===== src/rtl/spi_eng_pkg.sv =====
package spi_eng_pkg;
  parameter int MAX_FRAME = 16;
  parameter int CNT_W     = 18;
  localparam int IDX_W  = $clog2(MAX_FRAME + 1);
  localparam int BIT_W  = $clog2(MAX_FRAME);
  localparam int EDGE_W = IDX_W + 1;

  typedef struct packed {
    logic             cpol;
    logic             cpha;
    logic [IDX_W-1:0] frameLen;
    logic [CNT_W-1:0] activeLen;
    logic [CNT_W-1:0] idleLen;
  } cfg_t;

  typedef struct packed {
    logic load;
    logic drive;
    logic sample;
    logic step;
    logic finish;
  } strobe_t;

  function automatic logic [CNT_W-1:0] sckDivisor(input logic dbr,
                                                  input logic [1:0] pbr,
                                                  input logic [3:0] br);
    logic [CNT_W-1:0] pre, sc, prod;
    case (pbr)
      2'd0: pre = CNT_W'(2);
      2'd1: pre = CNT_W'(3);
      2'd2: pre = CNT_W'(5);
      default: pre = CNT_W'(7);
    endcase
    if (br < 4'd4) sc = CNT_W'({br, 1'b0}) + CNT_W'(2);
    else           sc = CNT_W'(16) << (br - 4'd4);
    prod = pre * sc;
    return dbr ? (prod >> 1) : prod;
  endfunction

  function automatic cfg_t decodeCfg(input logic dbr, input logic [3:0] fs,
                                     input logic cpol, input logic cpha,
                                     input logic [1:0] pbr, input logic [3:0] br);
    cfg_t c;
    logic [CNT_W-1:0] div;
    div = sckDivisor(dbr, pbr, br);
    c.cpol = cpol;
    c.cpha = cpha;
    c.frameLen = (fs < 4'd3) ? IDX_W'(4) : IDX_W'(fs) + IDX_W'(1);
    c.activeLen = cpha ? (div - (div >> 1)) : (div >> 1);
    c.idleLen = div - c.activeLen;
    return c;
  endfunction
endpackage


===== src/rtl/spi_eng_ctrl.sv =====
module spi_eng_ctrl
  import spi_eng_pkg::*;
(
  input  logic    clk,
  input  logic    rstN,
  input  logic    start,
  input  cfg_t    cfgIn,
  output cfg_t    cfgLat,
  output logic    running,
  output logic    sckAct,
  output strobe_t strb
);
  logic [CNT_W-1:0]  cnt;
  logic [EDGE_W-1:0] edgeCnt;
  logic tick, leading, lastEdge;

  assign tick     = running && (cnt == '0);
  assign leading  = ~edgeCnt[0];
  assign lastEdge = (edgeCnt == ({cfgLat.frameLen, 1'b0} - EDGE_W'(1)));

  always_comb begin
    strb.load   = start && !running;
    strb.sample = tick && (leading ^ cfgLat.cpha);
    strb.drive  = tick && (cfgLat.cpha ? leading : !leading);
    strb.step   = tick && !leading;
    strb.finish = tick && lastEdge;
  end

  always_ff @(posedge clk) begin
    if (!rstN) begin
      running <= 1'b0;
      cnt     <= '0;
      edgeCnt <= '0;
      sckAct  <= 1'b0;
      cfgLat  <= '0;
    end else if (strb.load) begin
      running <= 1'b1;
      cfgLat  <= cfgIn;
      cnt     <= cfgIn.idleLen - CNT_W'(1);
      edgeCnt <= '0;
      sckAct  <= 1'b0;
    end else if (tick) begin
      sckAct  <= ~sckAct;
      edgeCnt <= edgeCnt + EDGE_W'(1);
      cnt     <= (leading ? cfgLat.activeLen : cfgLat.idleLen) - CNT_W'(1);
      if (lastEdge) running <= 1'b0;
    end else if (running) begin
      cnt <= cnt - CNT_W'(1);
    end
  end

  // edge count stays inside two edges per bit
  a_r3_edge_bound: assert property (@(posedge clk) disable iff (!rstN)
    running |-> (edgeCnt < {cfgLat.frameLen, 1'b0}));

  // the copied attributes hold for the whole frame
  a_r11_cfg_held: assert property (@(posedge clk) disable iff (!rstN)
    (running && $past(running)) |-> $stable(cfgLat));

  // the frame ends with SCK back at rest
  a_r3_end_at_rest: assert property (@(posedge clk) disable iff (!rstN)
    strb.finish |=> (!running && !sckAct));
endmodule


===== src/rtl/spi_eng_datapath.sv =====
module spi_eng_datapath
  import spi_eng_pkg::*;
(
  input  logic                 clk,
  input  logic                 rstN,
  input  strobe_t              strb,
  input  logic                 loadLsb,
  input  logic [IDX_W-1:0]     loadLen,
  input  logic [MAX_FRAME-1:0] txData,
  input  logic                 miso,
  output logic                 mosi,
  output logic [MAX_FRAME-1:0] rxData,
  output logic                 done
);
  logic [MAX_FRAME-1:0] txLat, rxAcc, rxNext;
  logic                 lsbLat;
  logic [IDX_W-1:0]     lenLat, k, kNext;
  logic [BIT_W-1:0]     curIdx, driveIdx, firstIdx;

  function automatic logic [BIT_W-1:0] idxOf(input logic [IDX_W-1:0] kk,
                                             input logic lsb,
                                             input logic [IDX_W-1:0] len);
    return BIT_W'(lsb ? kk : (len - IDX_W'(1) - kk));
  endfunction

  assign kNext    = k + IDX_W'(strb.step);
  assign curIdx   = idxOf(k, lsbLat, lenLat);
  assign driveIdx = idxOf(kNext, lsbLat, lenLat);
  assign firstIdx = idxOf('0, loadLsb, loadLen);

  always_comb begin
    rxNext = rxAcc;
    if (strb.sample) rxNext[curIdx] = miso;
  end

  always_ff @(posedge clk) begin
    if (!rstN) begin
      txLat  <= '0;
      rxAcc  <= '0;
      rxData <= '0;
      lsbLat <= 1'b0;
      lenLat <= '0;
      k      <= '0;
      mosi   <= 1'b0;
      done   <= 1'b0;
    end else begin
      done <= strb.finish;
      if (strb.load) begin
        txLat  <= txData;
        lsbLat <= loadLsb;
        lenLat <= loadLen;
        k      <= '0;
        rxAcc  <= '0;
        mosi   <= txData[firstIdx];
      end else begin
        rxAcc <= rxNext;
        if (strb.step) k <= kNext;
        if (strb.drive && (kNext < lenLat)) mosi <= txLat[driveIdx];
        if (strb.finish) rxData <= rxNext;
      end
    end
  end

  // launch and capture never share an SCK edge
  a_r5_launch_capture_apart: assert property (@(posedge clk) disable iff (!rstN)
    !(strb.sample && strb.drive));

  // bit index never runs past the frame
  a_r3_index_bound: assert property (@(posedge clk) disable iff (!rstN)
    k <= lenLat);

  // done lasts a single cycle
  a_r12_done_single: assert property (@(posedge clk) disable iff (!rstN)
    done |=> !done);
endmodule


===== src/rtl/spi_master_engine.sv =====
module spi_master_engine
  import spi_eng_pkg::*;
(
  input  logic        clk,
  input  logic        rstN,
  input  logic        attrWe,
  input  logic [31:0] attrIn,
  input  logic        contSck,
  input  logic        start,
  input  logic [15:0] txData,
  input  logic        miso,
  output logic        busy,
  output logic        done,
  output logic [15:0] rxData,
  output logic        sck,
  output logic        mosi,
  output logic        cfgError
);
  localparam logic [31:0] ATTR_RESET = 32'h7800_0000;

  logic [31:0]      attrReg;
  cfg_t             cfgIn, cfgLat;
  strobe_t          strb;
  logic             running, sckAct;
  logic [CNT_W-1:0] divNow;
  logic             unusedDelayBits;

  always_ff @(posedge clk) begin
    if (!rstN)       attrReg <= ATTR_RESET;
    else if (attrWe) attrReg <= attrIn;
  end

  assign unusedDelayBits = ^{attrReg[23:18], attrReg[15:4]};
  assign cfgIn  = decodeCfg(attrReg[31], attrReg[30:27], attrReg[26],
                            attrReg[25], attrReg[17:16], attrReg[3:0]);
  assign divNow = sckDivisor(attrReg[31], attrReg[17:16], attrReg[3:0]);
  assign cfgError = contSck &&
                    (!cfgIn.cpha || divNow == CNT_W'(2) || divNow == CNT_W'(3));

  spi_eng_ctrl u_ctrl (
    .clk(clk), .rstN(rstN), .start(start), .cfgIn(cfgIn),
    .cfgLat(cfgLat), .running(running), .sckAct(sckAct), .strb(strb)
  );

  spi_eng_datapath u_dp (
    .clk(clk), .rstN(rstN), .strb(strb),
    .loadLsb(attrReg[24]), .loadLen(cfgIn.frameLen),
    .txData(txData), .miso(miso),
    .mosi(mosi), .rxData(rxData), .done(done)
  );

  assign busy = running;
  assign sck  = running ? (cfgLat.cpol ^ sckAct) : cfgIn.cpol;
endmodule


===== config.mk =====
export PLATFORM = sky130hd
export DESIGN_NAME = spi_master_engine
export DESIGN_NICKNAME = d
export VERILOG_FILES = /design/src/rtl/spi_eng_pkg.sv /design/src/rtl/spi_eng_ctrl.sv /design/src/rtl/spi_eng_datapath.sv /design/src/rtl/spi_master_engine.sv
export SDC_FILE = /design/constraint.sdc
export NUM_CORES = 1
export LEC_CHECK = 0
export BUFFER_PORTS_ARGS = -buffer_cell sky130_fd_sc_hd__buf_2
export CORE_UTILIZATION = 33
export CTS_CLUSTER_DIAMETER = 120
export DETAILED_ROUTE_END_ITERATION = 8
export PLACE_DENSITY = 0.6
export SLEW_MARGIN = 20
export SYNTH_ARGS = -nofsm -noshare
export SYNTH_HDL_FRONTEND = slang
export SYNTH_SLANG_ARGS = --single-unit

===== constraint.sdc =====
create_clock -name clk -period 7.7 [get_ports clk]
set_input_delay 0.385 -clock clk [delete_from_list [all_inputs] [get_ports clk]]
set_output_delay 0.385 -clock clk [all_outputs]
set_load 0.05 [all_outputs]

---- Word level (Yosys, flattened, before mapping) ----
Cells that the tools add are included.
word-level totals
  logic and storage cells ................. 101
  input bits .............................. 54
  flip-flop bits (word level) ............. 157
  output and inout bits ................... 21
cells by class
  shift-type cells ........................ 1
  bitwise logic cells ..................... 6
  reductions and logical operators ........ 22
  add/subtract/negate cells ............... 15
  muxes and demuxes ....................... 27
  $mul .................................... 1
  $lt $le $gt $ge ......................... 7
  equal/unequal tests ..................... 5
operators by type and width
  cell                                                 number
  2-to-1 mux 18 bit                                    7
  subtractor 18 x 1 -> 18 bit (second input constant)  3
  == test 18 x 2 -> 1 bit (second input constant)      2
  logical NOT 18 bit                                   1
  multiplier 18 x 18 -> 18 bit                         1
  << shifter 5 x 4 -> 18 bit (first input constant)    1
  subtractor 18 x 17 -> 18 bit                         1
  subtractor 18 bit                                    1
  bitwise mux 16 bit                                   1
  2-to-1 mux 16 bit                                    1
  < comparator 4 x 5 -> 1 bit (second input constant)  3
  2-to-1 mux 4 bit                                     3
  2-to-1 mux 1 bit                                     10
  logical AND 1 bit                                    9
  one-hot mux 3 bit (3 select lines)                   1
  binary-select mux 1 bit (select 4 bit)               2
  subtractor 4 x 1 -> 4 bit (second input constant)    2
  subtractor 4 bit                                     2
  adder 5 x 2 -> 6 bit (second input constant)         1
  adder 6 x 1 -> 6 bit (second input constant)         1
  == test 6 bit                                        1
  nonzero test 2 bit                                   3
  subtractor 6 x 1 -> 6 bit (second input constant)    1
  adder 4 x 1 -> 5 bit (second input constant)         1
  18 further kinds                                     25

---- Longest topological paths before layout ----
  word-level depth ........................ 10
  depth in mapped cells ................... 36
  depth with buffers taken out ............ 34

---- By module ----
A second synthesis with hierarchy kept.
unflattened totals
  cells, all modules ...................... 1558
  area, all modules ....................... 12540.8 um^2
modules (own cells, without submodules)
  module             seq. area each (um^2)  area each (um^2)  instances  cells each
  spi_master_engine  280.3                  5283.8            1          707
  spi_eng_ctrl       1381.3                 3716.1            1          459
  spi_eng_datapath   1221.2                 3540.9            1          392

---- Worst setup path before layout ----
OpenSTA, ideal clock, no wires.
  path kind ............................... register to register
  start ................................... register attrReg[2]
  end ..................................... register u_ctrl.cnt[17]
  slack ................................... 0.481 ns
  buffers on the path ..................... 1
  data required time ...................... 7.581 ns
  stages on the path, launching flop included .. 34
  library setup time ...................... 0.119 ns
  clock period less this slack ............ 7.219 ns
  arrival ................................. 7.099 ns
  cell sequence ........................... dfxtp_1 > inv_1 > ha_1 > clkbuf_1 > nor2b_1 > and2_1 > fa_1 > ha_1 > fa_1 > a211oi_4 > o211a_1 > a211o_1 > nand2_1 > nand2_1 > inv_1 > ha_1 > nand2_1 > a211oi_1 > or2b_1 > o211ai_4 > nor3_1 > a21oi_1 > ha_1 > and3_1 > a211o_1 > a31oi_1 > a21o_1 > and3_1 > o21ai_0 > a221oi_2 > o2111ai_2 > a211oi_2 > xor2_1 > a21oi_1
between the ends
  word-level cells in the longest chain between the ends .. 10
  elaborated cells between the ends (all ways) .. 12
  classes of those cells .................. add/sub: 5; mul: 1; order compare: 1; shift: 1; mux: 4
RTL lines
  what                            line                     text
  from (decl)                     spi_master_engine.sv:21  logic [31:0] attrReg;
  from (signal assigned)          spi_master_engine.sv:30  else if (attrWe) attrReg <= attrIn;
  subtractor 4 x 3 -> 4 bit       spi_eng_pkg.sv:35        else sc = CNT_W'(16) << (br - 4'd4);
  << shifter 5 x 4 -> 18 bit      spi_eng_pkg.sv:35
  2-to-1 mux 18 bit *             spi_eng_pkg.sv:34        if (br < 4'd4) sc = CNT_W'({br, 1'b0}) + CNT_W'(2);
  multiplier 18 x 18 -> 18 bit *  spi_eng_pkg.sv:36        prod = pre * sc;
  2-to-1 mux 18 bit *             spi_eng_pkg.sv:37        return dbr ? (prod >> 1) : prod;
  subtractor 18 x 17 -> 18 bit    spi_eng_pkg.sv:49        c.activeLen = cpha ? (div - (div >> 1)) : (div >> 1);
  2-to-1 mux 18 bit               spi_eng_pkg.sv:49
  subtractor 18 bit *             spi_eng_pkg.sv:50        c.idleLen = div - c.activeLen;
  subtractor 18 x 1 -> 18 bit *   spi_eng_ctrl.sv:39       cnt <= cfgIn.idleLen - CNT_W'(1);
  2-to-1 mux 18 bit *             spi_eng_ctrl.sv:36       end else if (strb.load) begin
  to (signal assigned)            spi_eng_ctrl.sv:39
  to (signal assigned)            spi_eng_ctrl.sv:45       cnt <= (leading ? cfgLat.activeLen : cfgLat.idleLen) - CNT_W'(1);
  to (signal assigned)            spi_eng_ctrl.sv:48       cnt <= cnt - CNT_W'(1);
  to (decl)                       spi_eng_ctrl.sv:13       logic [CNT_W-1:0] cnt;
Every way passes the cells marked *; elsewhere a longest branch is shown, timed or not.
A chain may end at the register's enable or synchronous reset.

---- Final worst setup path ----
  start ................................... register attrReg[1]
  end ..................................... register u_ctrl.cnt[17]
The elaborated chain is that of the path after synthesis.

==> impl_results.html <==
<table>
<tr><th>Metric</th><th>Value</th></tr>
<tr><th colspan="2">Run status</th></tr>
<tr><td>Status</td><td>complete, no violations</td></tr>
<tr><th colspan="2">Route</th></tr>
<tr><td>DR pass1 iterations</td><td>5</td></tr>
<tr><td>Number of remaining DRC errors</td><td>0</td></tr>
<tr><td>Total detailed-routing wirelength</td><td>28200 um</td></tr>
<tr><td>Total number of vias</td><td>10171</td></tr>
<tr><td>Remaining antenna violation count</td><td>0</td></tr>
<tr><td>Mean routed wirelength per cell</td><td>14.1 um</td></tr>
<tr><td>Avg Vias per Cell</td><td>5.10</td></tr>
<tr><td>Iteration-0 DRC count of the detailed router</td><td>512</td></tr>
<tr><th colspan="2">Yosys</th></tr>
<tr><td>Average footprint of a synthesized cell</td><td>7.75 um^2</td></tr>
<tr><td>Post-synth EDFFs</td><td>0</td></tr>
<tr><td>Post-Syn Instances</td><td>1481</td></tr>
<tr><td>Syn. warnings</td><td>0</td></tr>
<tr><td>Proportion of synthesized flip-flops having asynchronous set or reset</td><td>0%</td></tr>
<tr><td>Net Count, Synth</td><td>1629</td></tr>
<tr><td>Most instantiated flip-flop cell in the synthesis netlist</td><td>sky130_fd_sc_hd__dfxtp_1</td></tr>
<tr><td>Flip-flop and latch count after synthesis</td><td>139</td></tr>
<tr><td>Top cell type by total area after synthesis</td><td>sky130_fd_sc_hd__dfxtp_1</td></tr>
<tr><td>Number of distinct library cells after synthesis</td><td>93</td></tr>
<tr><td>Share of the synthesized area in the top cell type</td><td>24.3%</td></tr>
<tr><td>Sequential element share of the synthesized area</td><td>24.3%</td></tr>
<tr><td>Post-Syn Area</td><td>11500 um^2</td></tr>
<tr><td>Cell types occupying the most area after synthesis</td><td>sky130_fd_sc_hd__dfxtp_1, sky130_fd_sc_hd__ha_1, sky130_fd_sc_hd__nor2_1</td></tr>
<tr><th colspan="2">Global route</th></tr>
<tr><td>Maximum number of pins on one net before global-route repair</td><td>96</td></tr>
<tr><td>Initial antenna violation count</td><td>0</td></tr>
<tr><td>Congestion Overflow GR</td><td>0</td></tr>
<tr><td>Via count of the first global-routing pass</td><td>9797</td></tr>
<tr><td>Global routing usage summed across all routing layers</td><td>15.8%</td></tr>
<tr><td>First-pass GRT wire length</td><td>46800 um</td></tr>
<tr><th colspan="2">CTS</th></tr>
<tr><td>Clock edge transition at the registers on the reported setup and hold paths</td><td>0.08 ns</td></tr>
<tr><td>Deepest clock path buffer count</td><td>2</td></tr>
<tr><td>Clk Latency, worst-skew pair</td><td>0.43 ns</td></tr>
<tr><td>CTS tree</td><td>built</td></tr>
<tr><td>H-Tree Depth</td><td>4</td></tr>
<tr><td>TritonCTS buffer count</td><td>17</td></tr>
<tr><td>Hold buffer count at cts</td><td>0</td></tr>
<tr><td>Clk root buf</td><td>sky130_fd_sc_hd__clkbuf_16</td></tr>
<tr><td>Total clock sinks</td><td>139</td></tr>
<tr><th colspan="2">Timing</th></tr>
<tr><td>Period utilisation layout</td><td>95.4%</td></tr>
<tr><td>Number of max-slew violations in the final report</td><td>0</td></tr>
<tr><td>Setup Skew</td><td>0.0202 ns</td></tr>
<tr><td>Tightest hold margin</td><td>0.180 ns</td></tr>
<tr><td>Post-layout min period</td><td>7.34 ns</td></tr>
<tr><td>Fmax</td><td>0.136 GHz</td></tr>
<tr><td>Final setup violation count</td><td>0</td></tr>
<tr><td>Final hold violation count</td><td>0</td></tr>
<tr><td>Slew HR</td><td>28.0%</td></tr>
<tr><td>Worst-Margin Slew</td><td>1.08 ns</td></tr>
<tr><td>Setup tns final</td><td>0 ns</td></tr>
<tr><th colspan="2">Worst setup path</th></tr>
<tr><td>Critical path type</td><td>reg -&gt; reg</td></tr>
<tr><td>Worst setup EP type</td><td>flip-flop</td></tr>
<tr><td>Sort of element at the start of the critical path</td><td>flip-flop</td></tr>
<tr><td>Total buffers and inverters traversed by the critical path</td><td>2</td></tr>
<tr><td>Top fanout value on the critical path</td><td>9</td></tr>
<tr><td>Data required time of the critical path</td><td>7.99 ns</td></tr>
<tr><td>Slowest stage cell, crit path</td><td>sky130_fd_sc_hd__or4_4</td></tr>
<tr><td>Largest stage delay on the critical path</td><td>0.53 ns</td></tr>
<tr><td>Data arrival time of the critical path</td><td>7.63 ns</td></tr>
<tr><td>Family of cells with the greatest summed delay on the critical path</td><td>adder cells</td></tr>
<tr><td>FF-to-FF setup slack</td><td>0.36 ns</td></tr>
<tr><th colspan="2">Pwr</th></tr>
<tr><td>P_leak</td><td>5.37 nW</td></tr>
<tr><td>Clock network fraction of total power</td><td>32.9%</td></tr>
<tr><td>Net switching fraction of the power</td><td>33.9%</td></tr>
<tr><td>Net Sw Power</td><td>887 uW</td></tr>
<tr><td>Areal power density over the cells</td><td>198 nW/um^2</td></tr>
<tr><td>Internal power component</td><td>1.73 mW</td></tr>
<tr><td>Proportion of power drawn by combinational gates</td><td>36.0%</td></tr>
<tr><td>Total Power</td><td>2.62 mW</td></tr>
<tr><td>VDD IR max</td><td>0.181 mV</td></tr>
<tr><td>Sequential group share of total power</td><td>31.0%</td></tr>
<tr><th colspan="2">Placement</th></tr>
<tr><td>Weighted congestion reported at the end of routability-driven placement</td><td>0.835</td></tr>
<tr><td>Detailed placer's ending HPWL</td><td>21100 um</td></tr>
<tr><td>Cell total after placement</td><td>1954</td></tr>
<tr><td>Port Buffers</td><td>56</td></tr>
<tr><th colspan="2">Floorplan</th></tr>
<tr><td>Initial cell density of the core</td><td>33.9%</td></tr>
<tr><td>Count of boundary I/O pins</td><td>75</td></tr>
<tr><td>Vert. Die Dim</td><td>188 um</td></tr>
<tr><td>Die area</td><td>35500 um^2</td></tr>
<tr><td>Number of placement rows</td><td>67</td></tr>
<tr><td>Die outline width</td><td>188 um</td></tr>
<tr><td>Core region area</td><td>33900 um^2</td></tr>
<tr><th colspan="2">Layout</th></tr>
<tr><td>Diode count</td><td>0</td></tr>
<tr><td>Final cell count without fillers</td><td>1995</td></tr>
<tr><td>Fin nets</td><td>1683</td></tr>
<tr><td>Util after Layout</td><td>39.0%</td></tr>
<tr><td>Highest-count cells in the layout ignoring fill and taps</td><td>sky130_fd_sc_hd__nor2_1, sky130_fd_sc_hd__nand2_1, sky130_fd_sc_hd__dfxtp_1, sky130_fd_sc_hd__a21oi_1, sky130_fd_sc_hd__inv_1</td></tr>
<tr><td>Leading cell type in the layout, fill and taps excluded</td><td>sky130_fd_sc_hd__nor2_1</td></tr>
<tr><td>Area growth syn-to-layout</td><td>15.2%</td></tr>
<tr><td>Layout cell share with drive strength beyond 1</td><td>16.4%</td></tr>
<tr><th colspan="2">Worst hold path</th></tr>
<tr><td>Worst Hold Class</td><td>in -&gt; reg</td></tr>
<tr><th colspan="2">Flow run</th></tr>
<tr><td>Max_cap viols</td><td>0</td></tr>
</table>
-- layer usage --
layer	track usage (%)	vias up	share of wire [%]
li1	-	5295	-
met1	20.5	4722	48
met3	2.38	24	3.0
met4	4.25	0	1.3
met2	27.1	130	48
met5	0	-	0
-- cells by family (layout without fill, tap and decap cells) --
group | after synthesis | count (layout) | synth area share [%]
compound gates | 349 | 349 | 20.9
xor+xnor | 85 | 85 | 6.49
fa+ha+maj | 95 | 95 | 11.6
flops | 139 | 139 | 24.3
buf+inv | 154 | 220 | 6.16
simple gates | 582 | 582 | 23.1
mux | 77 | 77 | 7.52
-- area by class of cell --
class | instances | area (um^2)
Clock inverter | 9 | 136
Fill cell | 3490 | 20700
Tap cell | 448 | 561
Timing Repair Buffer | 114 | 716
Multi-Input combinational cell | 1188 | 8250
Clock buffer | 22 | 484
Inverter | 75 | 282
Sequential cell | 139 | 2790
-- synth_stat cells, types with 8 or more instances --
cell type and number:
sky130_fd_sc_hd__ha_1 75, sky130_fd_sc_hd__o211ai_1 8, sky130_fd_sc_hd__nor3_1 31, sky130_fd_sc_hd__o21a_1 13
sky130_fd_sc_hd__a21oi_1 115, sky130_fd_sc_hd__mux2i_1 62, sky130_fd_sc_hd__nor2b_1 16, sky130_fd_sc_hd__xnor2_1 60
sky130_fd_sc_hd__dfxtp_1 139, sky130_fd_sc_hd__buf_1 8, sky130_fd_sc_hd__o31ai_1 9, sky130_fd_sc_hd__fa_1 19
sky130_fd_sc_hd__a21o_1 13, sky130_fd_sc_hd__nor4_1 10, sky130_fd_sc_hd__nor2_1 214, sky130_fd_sc_hd__or2_2 8
sky130_fd_sc_hd__nand4_1 12, sky130_fd_sc_hd__clkbuf_8 9, sky130_fd_sc_hd__or3_1 11, sky130_fd_sc_hd__inv_1 72
sky130_fd_sc_hd__clkbuf_1 56, sky130_fd_sc_hd__o21ai_0 66, sky130_fd_sc_hd__nand3_1 34, sky130_fd_sc_hd__a211oi_1 33
sky130_fd_sc_hd__nand2_1 179, sky130_fd_sc_hd__xor2_1 25, sky130_fd_sc_hd__and2_1 9, sky130_fd_sc_hd__nand2b_1 21
-- sequential cells by signal, indices dropped and copies added (netlist names) --
signal / cells
u_ctrl.cfgLat: 43
u_ctrl.cnt: 18
u_dp.rxAcc: 16
u_dp.rxData: 16
u_dp.txLat: 16
attrReg: 14
u_ctrl.edgeCnt: 6
u_dp.k: 5
u_ctrl.running: 1
u_ctrl.sckAct: 1
u_dp.done: 1
u_dp.lsbLat: 1
u_dp.mosi: 1
-- final timing paths --
kind	start	end	cells past startpoint
worst max-delay path	attrReg[1]	u_ctrl.cnt[17]	33
worst min-delay path	attrIn[2]	attrReg[2]	3
worst max register to register	attrReg[1]	u_ctrl.cnt[17]	33
worst min register to register	u_ctrl.cfgLat[16]	u_ctrl.cfgLat[16]	2
-- power groups by stage --
stage          Clock [mW]  Combinational (mW)  Sequential, mW
3_3_place_gp            0               0.878           0.826
3_5_place_dp            0               0.896           0.828
2_1_floorplan           0               0.699           0.817
6_report            0.863               0.944           0.813
5_1_grt             0.913                1.05           0.820
4_1_cts             0.883               0.901           0.813
-- repair_timing --
action	4_1_cts	5_1_grt
gates resized for setup	0	56
buffers inserted	0	10
setup endpoints to repair	0	8
-- worst reg2reg max path: cells and delay by family (launching register included) --
kind,cells,cell delay [ns]
DFF,1,0.34
and+or+nand+nor,9,1.75
muxes,1,0.27
AOI/OAI and AO/OA,11,1.83
adders and majority gates,7,2.26
xor gates and xnor gates,3,0.49
buffers and inverters,2,0.26
-- per-stage QoR --
stage | worst slack (ns) | area [um^2]
floorplan | 0.481 | 11500
global placement | 0.202 | 12300
detailed placement | 0.0548 | 12300
CTS | 0.0344 | 12900
global route | -0.0721 | 13200
finish | 0.357 | 13200
Note: power is estimated with default switching activity, not from simulation.
